==> config.mk <==
export PLATFORM = sky130hd
export DESIGN_NAME = i2c_byte_tx
export DESIGN_NICKNAME = d
export VERILOG_FILES = /design/src/rtl/i2c_tx_pkg.sv /design/src/rtl/i2c_tx_period.sv /design/src/rtl/i2c_tx_seq.sv /design/src/rtl/i2c_tx_status.sv /design/src/rtl/i2c_byte_tx.sv
export SDC_FILE = /design/constraint.sdc
export NUM_CORES = 1
export LEC_CHECK = 0
export BUFFER_PORTS_ARGS = -buffer_cell sky130_fd_sc_hd__buf_2
export CAP_MARGIN = 40
export CORE_AREA = 8 8 62 64
export CTS_CLUSTER_SIZE = 10
export DETAILED_ROUTE_END_ITERATION = 10
export DIE_AREA = 0 0 70 72
export HOLD_SLACK_MARGIN = 0.15
export PLACE_DENSITY = 0.73
export SLEW_MARGIN = 20
export SYNTH_ARGS = -nofsm -noshare
export SYNTH_HDL_FRONTEND = slang
export SYNTH_SLANG_ARGS = --single-unit
export TNS_END_PERCENT = 20
==> constraint.sdc <==
create_clock -name clk -period 2.1 [get_ports clk]
set_input_delay 0.105 -clock clk [delete_from_list [all_inputs] [get_ports clk]]
set_output_delay 0.105 -clock clk [all_outputs]
set_load 0.01 [all_outputs]
==> src/rtl/i2c_tx_pkg.sv <==
package i2c_tx_pkg;
  typedef enum logic {PH_LOW = 1'b0, PH_HIGH = 1'b1} scl_phase_t;
endpackage

==> src/rtl/i2c_tx_period.sv <==
module i2c_tx_period #(
  parameter int PER_W = 8
) (
  input  logic             clk,
  input  logic             rst_n,
  input  logic             restart,
  input  logic             run,
  input  logic [PER_W-1:0] reload,
  output logic             tick
);
  logic [PER_W-1:0] cnt;
  logic [PER_W-1:0] eff;

  // A half period shorter than two clocks would let SDA move with SCL high.
  assign eff  = (reload == '0) ? PER_W'(1) : reload;
  assign tick = run && (cnt == '0);

  always_ff @(posedge clk or negedge rst_n) begin
    if (!rst_n)       cnt <= '0;
    else if (restart) cnt <= eff;
    else if (tick)    cnt <= eff;
    else if (run)     cnt <= cnt - 1'b1;
  end
endmodule

==> src/rtl/i2c_tx_seq.sv <==
module i2c_tx_seq
  import i2c_tx_pkg::*;
#(
  parameter int DATA_W = 8
) (
  input  logic              clk,
  input  logic              rst_n,
  input  logic              start,
  input  logic [DATA_W-1:0] byte_q,
  input  logic              tick,
  output logic              busy,
  output logic              scl_low,
  output logic              sda_low,
  output logic              data_end,
  output logic              ack_end
);
  localparam int IDX_W = $clog2(DATA_W + 1);
  localparam int SEL_W = (DATA_W > 1) ? $clog2(DATA_W) : 1;

  scl_phase_t       phase;
  logic [IDX_W-1:0] idx;
  logic             fall_d;
  logic             last_bit;
  logic [SEL_W-1:0] sel;
  logic             falling;

  assign last_bit = (idx == IDX_W'(DATA_W));
  assign sel      = SEL_W'(DATA_W - 1) - SEL_W'(idx);
  assign falling  = busy && tick && (phase == PH_HIGH);
  assign data_end = falling && (idx == IDX_W'(DATA_W - 1));
  assign ack_end  = falling && last_bit;

  always_ff @(posedge clk or negedge rst_n) begin
    if (!rst_n) begin
      busy    <= 1'b0;
      phase   <= PH_LOW;
      idx     <= '0;
      fall_d  <= 1'b0;
      scl_low <= 1'b1;
      sda_low <= 1'b0;
    end else begin
      fall_d <= 1'b0;
      if (start) begin
        busy    <= 1'b1;
        phase   <= PH_LOW;
        idx     <= '0;
        scl_low <= 1'b1;
        sda_low <= ~byte_q[DATA_W-1];
      end else if (busy && tick) begin
        if (phase == PH_LOW) begin
          phase   <= PH_HIGH;
          scl_low <= 1'b0;
        end else begin
          phase   <= PH_LOW;
          scl_low <= 1'b1;
          if (last_bit) busy <= 1'b0;
          else begin
            idx    <= idx + 1'b1;
            fall_d <= 1'b1;
          end
        end
      end
      // SDA moves one clock after SCL has gone low.
      if (fall_d && !start)
        sda_low <= last_bit ? 1'b0 : ~byte_q[sel];
    end
  end
endmodule

==> src/rtl/i2c_tx_status.sv <==
module i2c_tx_status (
  input  logic clk,
  input  logic rst_n,
  input  logic start,
  input  logic refused,
  input  logic data_end,
  input  logic ack_end,
  input  logic sda_level,
  input  logic wcol_clr,
  input  logic irq_clr,
  output logic buf_full,
  output logic wcol,
  output logic ack_stat,
  output logic irq
);
  always_ff @(posedge clk or negedge rst_n) begin
    if (!rst_n) begin
      buf_full <= 1'b0;
      wcol     <= 1'b0;
      ack_stat <= 1'b0;
      irq      <= 1'b0;
    end else begin
      if (start)         buf_full <= 1'b1;
      else if (data_end) buf_full <= 1'b0;
      if (refused)       wcol <= 1'b1;
      else if (wcol_clr) wcol <= 1'b0;
      if (ack_end)       ack_stat <= sda_level;
      if (ack_end)       irq <= 1'b1;
      else if (irq_clr)  irq <= 1'b0;
    end
  end
endmodule

==> src/rtl/i2c_byte_tx.sv <==
module i2c_byte_tx #(
  parameter int DATA_W = 8,
  parameter int PER_W  = 8
) (
  input  logic              clk,
  input  logic              rst_n,
  input  logic [PER_W-1:0]  period_reload,
  input  logic              tx_valid,
  input  logic [DATA_W-1:0] tx_data,
  output logic              tx_ready,
  input  logic              wcol_clr,
  input  logic              irq_clr,
  output logic              buf_full,
  output logic              wcol,
  output logic              ack_stat,
  output logic              irq,
  output logic              scl_oe,
  input  logic              scl_i,
  output logic              sda_oe,
  input  logic              sda_i
);
  logic              busy, tick, start, refused, data_end, ack_end;
  logic [DATA_W-1:0] byte_q;
  logic              scl_seen;

  assign tx_ready = !busy;
  assign start    = tx_valid && !busy;
  assign refused  = tx_valid && busy;
  assign scl_seen = scl_i;

  always_ff @(posedge clk or negedge rst_n) begin
    if (!rst_n)     byte_q <= '0;
    else if (start) byte_q <= tx_data;
  end

  i2c_tx_period #(.PER_W(PER_W)) u_period (
    .clk(clk), .rst_n(rst_n), .restart(start), .run(busy),
    .reload(period_reload), .tick(tick)
  );

  i2c_tx_seq #(.DATA_W(DATA_W)) u_seq (
    .clk(clk), .rst_n(rst_n), .start(start), .byte_q(start ? tx_data : byte_q),
    .tick(tick), .busy(busy), .scl_low(scl_oe), .sda_low(sda_oe),
    .data_end(data_end), .ack_end(ack_end)
  );

  i2c_tx_status u_status (
    .clk(clk), .rst_n(rst_n), .start(start), .refused(refused),
    .data_end(data_end), .ack_end(ack_end), .sda_level(sda_i),
    .wcol_clr(wcol_clr), .irq_clr(irq_clr), .buf_full(buf_full),
    .wcol(wcol), .ack_stat(ack_stat), .irq(irq)
  );

  logic unused_ok;
  assign unused_ok = scl_seen;
endmodule

Word level (Yosys, flattened, before mapping)
Cells that the tools add are included.
Storage, ports and cells
  register bits after elaboration: 29
  latch bits: 0
  RAM bits: 0
  memory bits (read-only): 0
  input bits: 23
  logic and storage cells: 77
  memories kept: 0
Cells by class
  $add $sub $neg: 3
  multiply operators: 0
  divide/modulo/power cells: 0
  order comparisons: 1
  equality and inequality tests: 3
  shift operators: 0
  mux-type cells: 34
  bitwise operators: 2
  reduce and logical (&&, ||, !) cells: 22
Operator list (count)
  two-way mux 8 bit: 5
  two-way mux 1 bit: 24
  zero test 8 bit: 2
  two-way mux 4 bit: 4
  nonzero test 2 bit: 7
  logical AND 1 bit: 8
  subtractor 8 x 1 -> 8 bit, second input constant: 1
  AND reduction 3 bit: 2
  adder 4 x 1 -> 4 bit, second input constant: 1
  == test 4 x 3 -> 1 bit, second input constant: 1
  == test 4 bit, second input constant: 1
  less-than comparator 3 x 4 -> 1 bit, second input constant: 1
  binary-select mux 1 bit (select 3 bit): 1
  nonzero test 3 bit: 1
  subtractor 3 bit, first input constant: 1
  zero test 1 bit: 2
  != test 2 bit, second input constant: 1
  inverter 1 bit: 2

Logic depth before layout (Yosys ltp)
Gate-level depths: netlist (run 1).
  depth after elaboration: 8
  depth in mapped cells: 7
  depth with buffers taken out: 6

Modules after synthesis
A second synthesis (run 1) with hierarchy kept.
Second synthesis, totals
  cells, all modules: 148
  area, all modules: 1610.3 sq um
By module, submodules not included
  i2c_tx_period: times used 1, cells an instance 64, area an instance 571.8 sq um
  i2c_tx_seq: times used 1, cells an instance 52, area an instance 529.3 sq um
  i2c_byte_tx: times used 1, cells an instance 21, area an instance 359.1 sq um
  i2c_tx_status: times used 1, cells an instance 11, area an instance 150.1 sq um

Least setup slack after synthesis (run 1)
OpenSTA, ideal clock, no wires.
  path type: reg-to-reg
  from: reg u_period.cnt[0]
  to: reg u_status.ack_stat
  setup time: 0.125 ns
  arrival: 1.563 ns
  data required time: 1.975 ns
  slack: 0.412 ns
  stages on the path, launching flop included: 8
  cell sequence: dfrtp_1 -> inv_1 -> ha_1 -> and4_1 -> buf_4 -> nand2_1 -> nor3_2 -> mux2_2
Between the ends
  cells in the longest elaborated chain, start to end: 5
Ends and longest elaborated chain
  start: declaration: line i2c_tx_period.sv:11  | logic [PER_W-1:0] cnt;
  start signal: assignment: line i2c_tx_period.sv:22  | else if (run) cnt <= cnt - 1'b1;
  zero test 8 bit: line i2c_tx_period.sv:16  | assign tick = run && (cnt == '0);
  logical AND 1 bit: line i2c_tx_period.sv:16
  logical AND 1 bit (2 in series): line i2c_tx_seq.sv:29  | assign falling = busy && tick && (phase == PH_HIGH);
  logical AND 1 bit: line i2c_tx_seq.sv:31  | assign ack_end = falling && last_bit;
  end signal: assignment: line i2c_tx_status.sv:27  | if (ack_end) ack_stat <= sda_level;
  end: declaration: line i2c_tx_status.sv:13  | output logic ack_stat,
Every way passes these cells.
A chain may end at the register's enable or synchronous reset.

Worst setup path after layout (run 1)
  from: reg u_seq.busy
  to: reg u_status.ack_stat
Between the ends
  cells in the longest elaborated chain, start to end: 4
Ends and longest elaborated chain
  start: declaration: line i2c_tx_seq.sv:11  | output logic busy,
  start signal: assignment: line i2c_tx_seq.sv:35  | busy <= 1'b0;
  start signal: assignment: line i2c_tx_seq.sv:44  | busy <= 1'b1;
  start signal: assignment: line i2c_tx_seq.sv:56  | if (last_bit) busy <= 1'b0;
  logical AND 1 bit: line i2c_tx_period.sv:16
  logical AND 1 bit (*) (2 in series): line i2c_tx_seq.sv:29
  logical AND 1 bit (*): line i2c_tx_seq.sv:31
Mark *: on every way between the ends. The rest lies on a longest branch, timed or not.

==> metrics.cfg, run 1 <==
[outcome]
status = complete, no violations

[power]
leakagePower_nw = 0.917
vdd_ir_drop_max_v = 0.000679
pwr_density_cell_nw_per_um2 = 941

[clock_network]
htree_levels = 2
clk_path_buf_depth = 2
cts-root-buf = clkbuf_4
cts_resized = 0
cts-buffers-inserted = 5
cts_tree = built
post-cts-setup-buffers = 0
clock_sinks = 29
insertion_delay_ps = 330
cts_hold_buf = 18
clkTransAtPathRegs_ps = 90

[critical_path]
path_buf_inv = 0
rr_startpoint = u_seq.busy
cpPeakStageDelay_ps = 460
end_kind = flop
cp_data_arrival_time_ps = 2010
crit_chain = nor2b_1, and4_1, nand2_1, nor3_2, mux2_2
critPathKind = flop to flop
slowest_stage = dfrtp_1
critPathLaunchType = flop
cp_max_fo = 8
worstPathRequired_ps = 2310
critPathTopFamily = simple AND/OR/NAND/NOR gates
crit_path_start = u_seq.busy

[sta]
hold_ws_ps = 178
fin_ws_ps = 300
hold_viol = 0
timing.final.crit_share_pct = 85.7
skew_ps = 11.2
fin_tns_setup_ps = 0
rsz0062_at_grt = no
slew_headroom_pct = 55.3
setup_violations = 0
timing.final.crit_period_ps = 1800
finalMaxSlewViolations = 0
fmax_ghz = 0.555
tightest_slew_ps = 662

[grt]
grt_first_pass_wirelength_um = 5750
grt_use_total_pct = 14.3
grt-ovfl-total = 0
antenna_found_initial = 0
grt_max_degree = 30
grt_pass1_vias = 1341

[route]
routedWlPerCell_um = 14.4
route.detailed.drc = 0
routed_wl_um = 3490
drtIter0Drc = 115
drt-pass1-iter-count = 4
vias_per_cell = 5.38
ant_nets = 0
num_vias = 1302

[synthesis]
synth_warnings = 0
ys_ff_latch = 29
synthCells = 156
postSynth.asyncResetShare_pct = 100
synth_edf_count = 0
synth_cell_types = 41
yosys.cell_count.top_type = dfrtp_1
synth_area_leaders = dfrtp_1 48%, nand2_1 6.6%, o21ai_0 4.4%
synth_common_cells = 28 x dfrtp_1, 26 x nand2_1, 13 x o21ai_0
syn-num-nets = 183
yosysTopAreaCellShare_pct = 47.7
synth_top_area_cell = dfrtp_1
yosysSeqAreaShare_pct = 49.5
avgSynthCellArea_um2 = 9.42
syn_area_um2 = 1470
synth_flop_cell = dfrtp_1

[final_layout]
nets = 235
postLayoutCoreUtil_pct = 65.0
drive_gt1_share_pct = 22.5
syn_to_final_growth_pct = 28.4
diodes = 0
fillers = 250

[floorplan]
fp.dieArea_um2 = 5040
dieHeight_um = 72
die_x_um = 70
start_util_pct = 50.6
rows = 20
ios = 30
core_area_um2 = 2900

[worst_hold_path]
min_path_type = input pin to flop
worstHoldStart = period_reload[2]

[placed_design]
pre_cts_slack_ps = 339
gp_congestion = 0.926
dp_hpwl_um = 2460
portBuffers = 28

[job]
max_cap_violations = 0

per-layer routing:
metal | global-route usage (%) | part of all wire, % | vias to the layer above
met2 | 24.7 | 51 | 37
met5 | 0 | 0 | -
met3 | 5.32 | 5.6 | 4
li1 | - | - | 651
met4 | 7.37 | 0.86 | 0
met1 | 14.8 | 43 | 610
state kept, by name, summed over array words and instances (netlist names):
register,count
u_seq.scl_low,1
u_seq.phase,1
u_seq.busy,1
u_status.buf_full,1
byte_q,8
u_seq.sda_low,1
u_seq.idx,4
u_period.cnt,8
u_status.ack_stat,1
u_seq.fall_d,1
u_status.wcol,1
u_status.irq,1
placed cells by master, fill, tap and decap left out, types with 2 or more instances in the layout:
master / instances
a21oi_1: 7
a31oi_1: 3
a41oi_1: 2
buf_2: 28
buf_4: 4
clkbuf_4: 5
clkinv_2: 2
dfrtp_1: 28
dlygate4sd3_1: 18
ha_1: 4
inv_1: 10
mux2_2: 4
nand2_1: 26
nand2b_1: 3
nand3_1: 11
nand4_1: 2
nor2_1: 8
nor2b_1: 3
nor3_1: 3
o211ai_1: 3
o21ai_0: 13
metrics by stage:
step	cell area [um2]	total power, W	cells
2_1_floorplan	1470	0.00127	156
3_3_place_gp	1660	0.00141	216
3_5_place_dp	1660	0.00144	216
4_1_cts	1890	0.00179	242
5_1_grt	1890	0.00192	242
6_report	1890	0.00178	242
logic make-up after synthesis:
group           Yosys count  share of synthesized area (%)
simple gates             65                           22.1
compound gates           37                           15.6
flops                    29                           49.5
buf+inv                  15                           4.26
mux                       5                           4.60
fa+ha+maj                 4                           3.41
xor+xnor                  1                          0.596
cell type report:
| cell class | instances | area [um2] | area share, % |
|---|---|---|---|
| repair buffers | 50 | 350 | 18.6 |
| clock buffers | 6 | 41.3 | 2.19 |
| clock inverters | 2 | 10.0 | 0.531 |
| flip-flops and latches | 29 | 727 | 38.5 |
| inverters | 10 | 37.5 | 1.99 |
| well taps | 33 | 41.3 | 2.19 |
| multi-input cells | 112 | 679 | 36.0 |
path summary, 6_finish.rpt:
path                                           to  depth (start not counted)  slack (ps)
min in group asynchronous         u_period.cnt[7]                          2         310
worst min-delay path              u_period.cnt[2]                          3         180
worst max-delay path            u_status.ack_stat                          5         300
worst max register to register  u_status.ack_stat                          5         300
max in group asynchronous       u_status.buf_full                          2        1350
worst min register to register          byte_q[5]                          2         490
where the power goes:
part / switching, W / leakage [nW] / total [W] / internal, W
registers: 0.000167 / 0.346 / 0.000888 / 0.000721
clock network: 0.000196 / 0.0320 / 0.000323 / 0.000127
logic: 0.000291 / 0.539 / 0.000564 / 0.000273
tightest hold or removal path: stages:
cell	delay (ps)
buf_2	100
o21ai_0	170
a22oi_1	90
(Power assumes the default switching activity.)
==> inputs of run 2 (changes only) <==
==> constraint.sdc (replaced) <==
create_clock -name clk -period 1.8 [get_ports clk]
set_input_delay 0.09 -clock clk [delete_from_list [all_inputs] [get_ports clk]]
set_output_delay 0.09 -clock clk [all_outputs]
set_load 0.01 [all_outputs]
==> run 2 against run 1 <==
  * Combinational power up 52%
  * Clock-buffer cell count up 1
  * Setup slack worse by 220 ps
  * Critical endpoint unchanged
==> metrics.cfg, run 2 (synthesis results as in run 1) <==
[power]
pwr_density_cell_nw_per_um2 = 1170  ; was 941 nW/um2
vdd_ir_drop_max_v = 0.000908  ; was 0.000679 V
internal_power_w = 0.00149  ; was 0.00112 W
p_clk_share_pct = 19.6  ; was 18.2%
seq_power_share_pct = 43.5  ; was 50.0%
leakagePower_nw = 0.969  ; was 0.917 nW
swShare_pct = 35.8  ; was 36.8%
comb_power_share_pct = 36.9  ; was 31.8%
p_switching_w = 0.000833  ; was 0.000654 W

[route]
route.detailed.drc = 0  ; unchanged
routedWlPerCell_um = 15.7  ; was 14.4 um
routed_wl_um = 3930  ; was 3490 um
ant_nets = 0  ; unchanged
drt-pass1-iter-count = 5  ; was 4
vias_per_cell = 5.61  ; was 5.38
drtIter0Drc = 122  ; was 115
num_vias = 1407  ; was 1302

[clock_network]
htree_levels = 2  ; unchanged
clk_path_buf_depth = 2  ; unchanged
cts-root-buf = clkbuf_4  ; unchanged
cts_tree = built  ; unchanged
cts-buffers-inserted = 5  ; unchanged
clock_sinks = 29  ; unchanged
clkTransAtPathRegs_ps = 90  ; about the same
insertion_delay_ps = 330  ; about the same

[final_layout]
largestRegisters = byte_q: 8 flops, u_period.cnt: 8 flops, u_seq.idx: 4 flops  ; unchanged
final_common_cell = buf_2
syn_to_final_growth_pct = 35.0  ; was 28.4%
final_cell_mix = 28 x buf_2, 26 x nand2_1, 26 x dfrtp_1, 18 x dlygate4sd3_1  ; was 28 x dfrtp_1, 28 x buf_2, 26 x nand2_1, 18 x dlygate4sd3_1, 13 x o21ai_0
final_area_um2 = 1980  ; was 1890 um2
drive_gt1_share_pct = 28.4  ; was 22.5%
nets = 244  ; was 235
instances_no_fill = 251  ; was 242
diodes = 0  ; unchanged

[critical_path]
critPathKind = flop to flop  ; unchanged
reg2reg_depth = 5  ; unchanged
cp_max_fo = 4  ; was 8
rr_startpoint = u_period.cnt[3]  ; was u_seq.busy
critPathLaunchType = flop  ; unchanged
end_kind = flop  ; unchanged
crit_chain = nor3_4, and4_1, nand2_1, nor3_2, mux2_2  ; was nor2b_1, and4_1, nand2_1, nor3_2, mux2_2
slowest_stage = dfrtp_1  ; unchanged
worstPathRequired_ps = 2020  ; was 2310 ps
cp_data_arrival_time_ps = 1930  ; was 2010 ps
r2r-end = u_status.ack_stat  ; unchanged
critPathTopFamily = simple AND/OR/NAND/NOR gates  ; unchanged
r2r_setup_slack_ps = 80  ; was 300 ps
cpPeakStageDelay_ps = 440  ; was 460 ps
path_buf_inv = 0  ; unchanged

[sta]
slew_headroom_pct = 57.6  ; was 55.3%
timing.final.crit_share_pct = 95.5  ; was 85.7%
hold_viol = 0  ; unchanged
fin_tns_setup_ps = 0  ; unchanged
fmax_ghz = 0.582  ; was 0.555 GHz
tightest_slew_ps = 636  ; was 662 ps
skew_ps = 4.97  ; was 11.2 ps
setup_violations = 0  ; unchanged
timing.final.crit_period_ps = 1720  ; was 1800 ps
rsz0062_at_grt = no  ; unchanged
finalMaxSlewViolations = 0  ; unchanged

[worst_hold_path]
worstHoldStart = period_reload[3]  ; was period_reload[2]
worstHoldEndpoint = u_period.cnt[3]  ; was u_period.cnt[2]
min_path_type = input pin to flop  ; unchanged
hold_depth = 4  ; was 3

[floorplan]
dieHeight_um = 72  ; unchanged
core_area_um2 = 2900  ; unchanged
start_util_pct = 50.6  ; unchanged
fp.dieArea_um2 = 5040  ; unchanged
die_x_um = 70  ; unchanged
rows = 20  ; unchanged
ios = 30  ; unchanged

[grt]
grt-ovfl-total = 0  ; unchanged
antenna_found_initial = 0  ; unchanged
grt_pass1_vias = 1453  ; was 1341
grt_max_degree = 30  ; unchanged
grt_first_pass_wirelength_um = 6490  ; was 5750 um
grt_use_total_pct = 15.8  ; was 14.3%

[placed_design]
gp_congestion = 0.897  ; was 0.926
dp_hpwl_um = 2700  ; was 2460 um
portBuffers = 28  ; unchanged
post_dp_cell_area_um2 = 1700  ; was 1660 um2
dp_cells = 222  ; was 216

[job]
max_cap_violations = 0  ; unchanged

[outcome]
status = complete, no violations  ; unchanged

[run 2: changes by cell type in the layout (fill, tap and decap cells not counted), moves of 2 or more]
cell,delta
buf_4,+9
clkbuf_8,+2
dfrtp_1,-2
dfrtp_2,+2
[run 2: how the worst max path moves through the flow]
stage / depth (start not counted) / from / slack [ps] / endpoint
after floorplan: 7 / u_period.cnt[0] / 110 / u_status.ack_stat
after global placement: 5 / u_period.cnt[2] / 160 / u_status.ack_stat
after detailed placement: 5 / u_seq.busy / 90 / u_status.ack_stat
after CTS: 5 / u_seq.busy / 70 / u_status.ack_stat
after global routing: 5 / u_period.cnt[2] / 0.1 / u_status.ack_stat
final: 5 / u_period.cnt[3] / 80 / u_status.ack_stat
[run 2: metal layers]
| layer | GRT usage [%] | wire [um] | vias to the layer above | part of all wire [%] |
|---|---|---|---|---|
| met5 | 0 | 0 | - | 0 |
| met4 | 7.59 | 84 | 0 | 2.1 |
| met3 | 6.00 | 234 | 10 | 6.0 |
| met2 | 28.2 | 2090 | 54 | 53 |
| met1 | 15.9 | 1520 | 667 | 39 |
| li1 | - | - | 676 | - |
[run 2: tightest hold or removal path, stage by stage]
cell and delay (ps):
buf_2 90, nor2b_1 130, a41oi_1 50, o2bb2ai_1 130
[run 2: power by group through the flow]
stage	Sequential, W	Clock (W)	Combinational [W]
final	0.00101	0.000455	0.000858
after global placement	0.00101	0	0.000709
after detailed placement	0.00102	0	0.000760
after global routing	0.00104	0.000484	0.000949
after CTS	0.00101	0.000466	0.000801
after floorplan	0.00102	0	0.000461
[run 2: cell type report]
cell class | instances | area, um2
clock buffers | 7 | 65.1
clock inverters | 1 | 5.00
fillers | 235 | 920
inverters | 10 | 37.5
multi-input cells | 112 | 687
flip-flops and latches | 29 | 729
well taps | 33 | 41.3
repair buffers | 59 | 418
[run 2: timing repair]
action | 4_1_cts | 5_1_grt
endpoints found under the setup margin | 0 | 1
hold buffers | 18 | 0
gates resized for setup | 0 | 5
buffers inserted | 0 | 3
hold endpoints to repair | 43 | 0
[run 2: per-stage QoR]
step	hold WS, ps	setup WS [ps]	util (%)	power, W
floorplan	-206	112	-	0.00148
global placement	142	160	58.6	0.00172
detailed placement	152	85.2	58.6	0.00178
CTS	181	71.5	67.2	0.00227
global route	204	0.133	68.3	0.00248
finish	192	80.9	68.3	0.00232
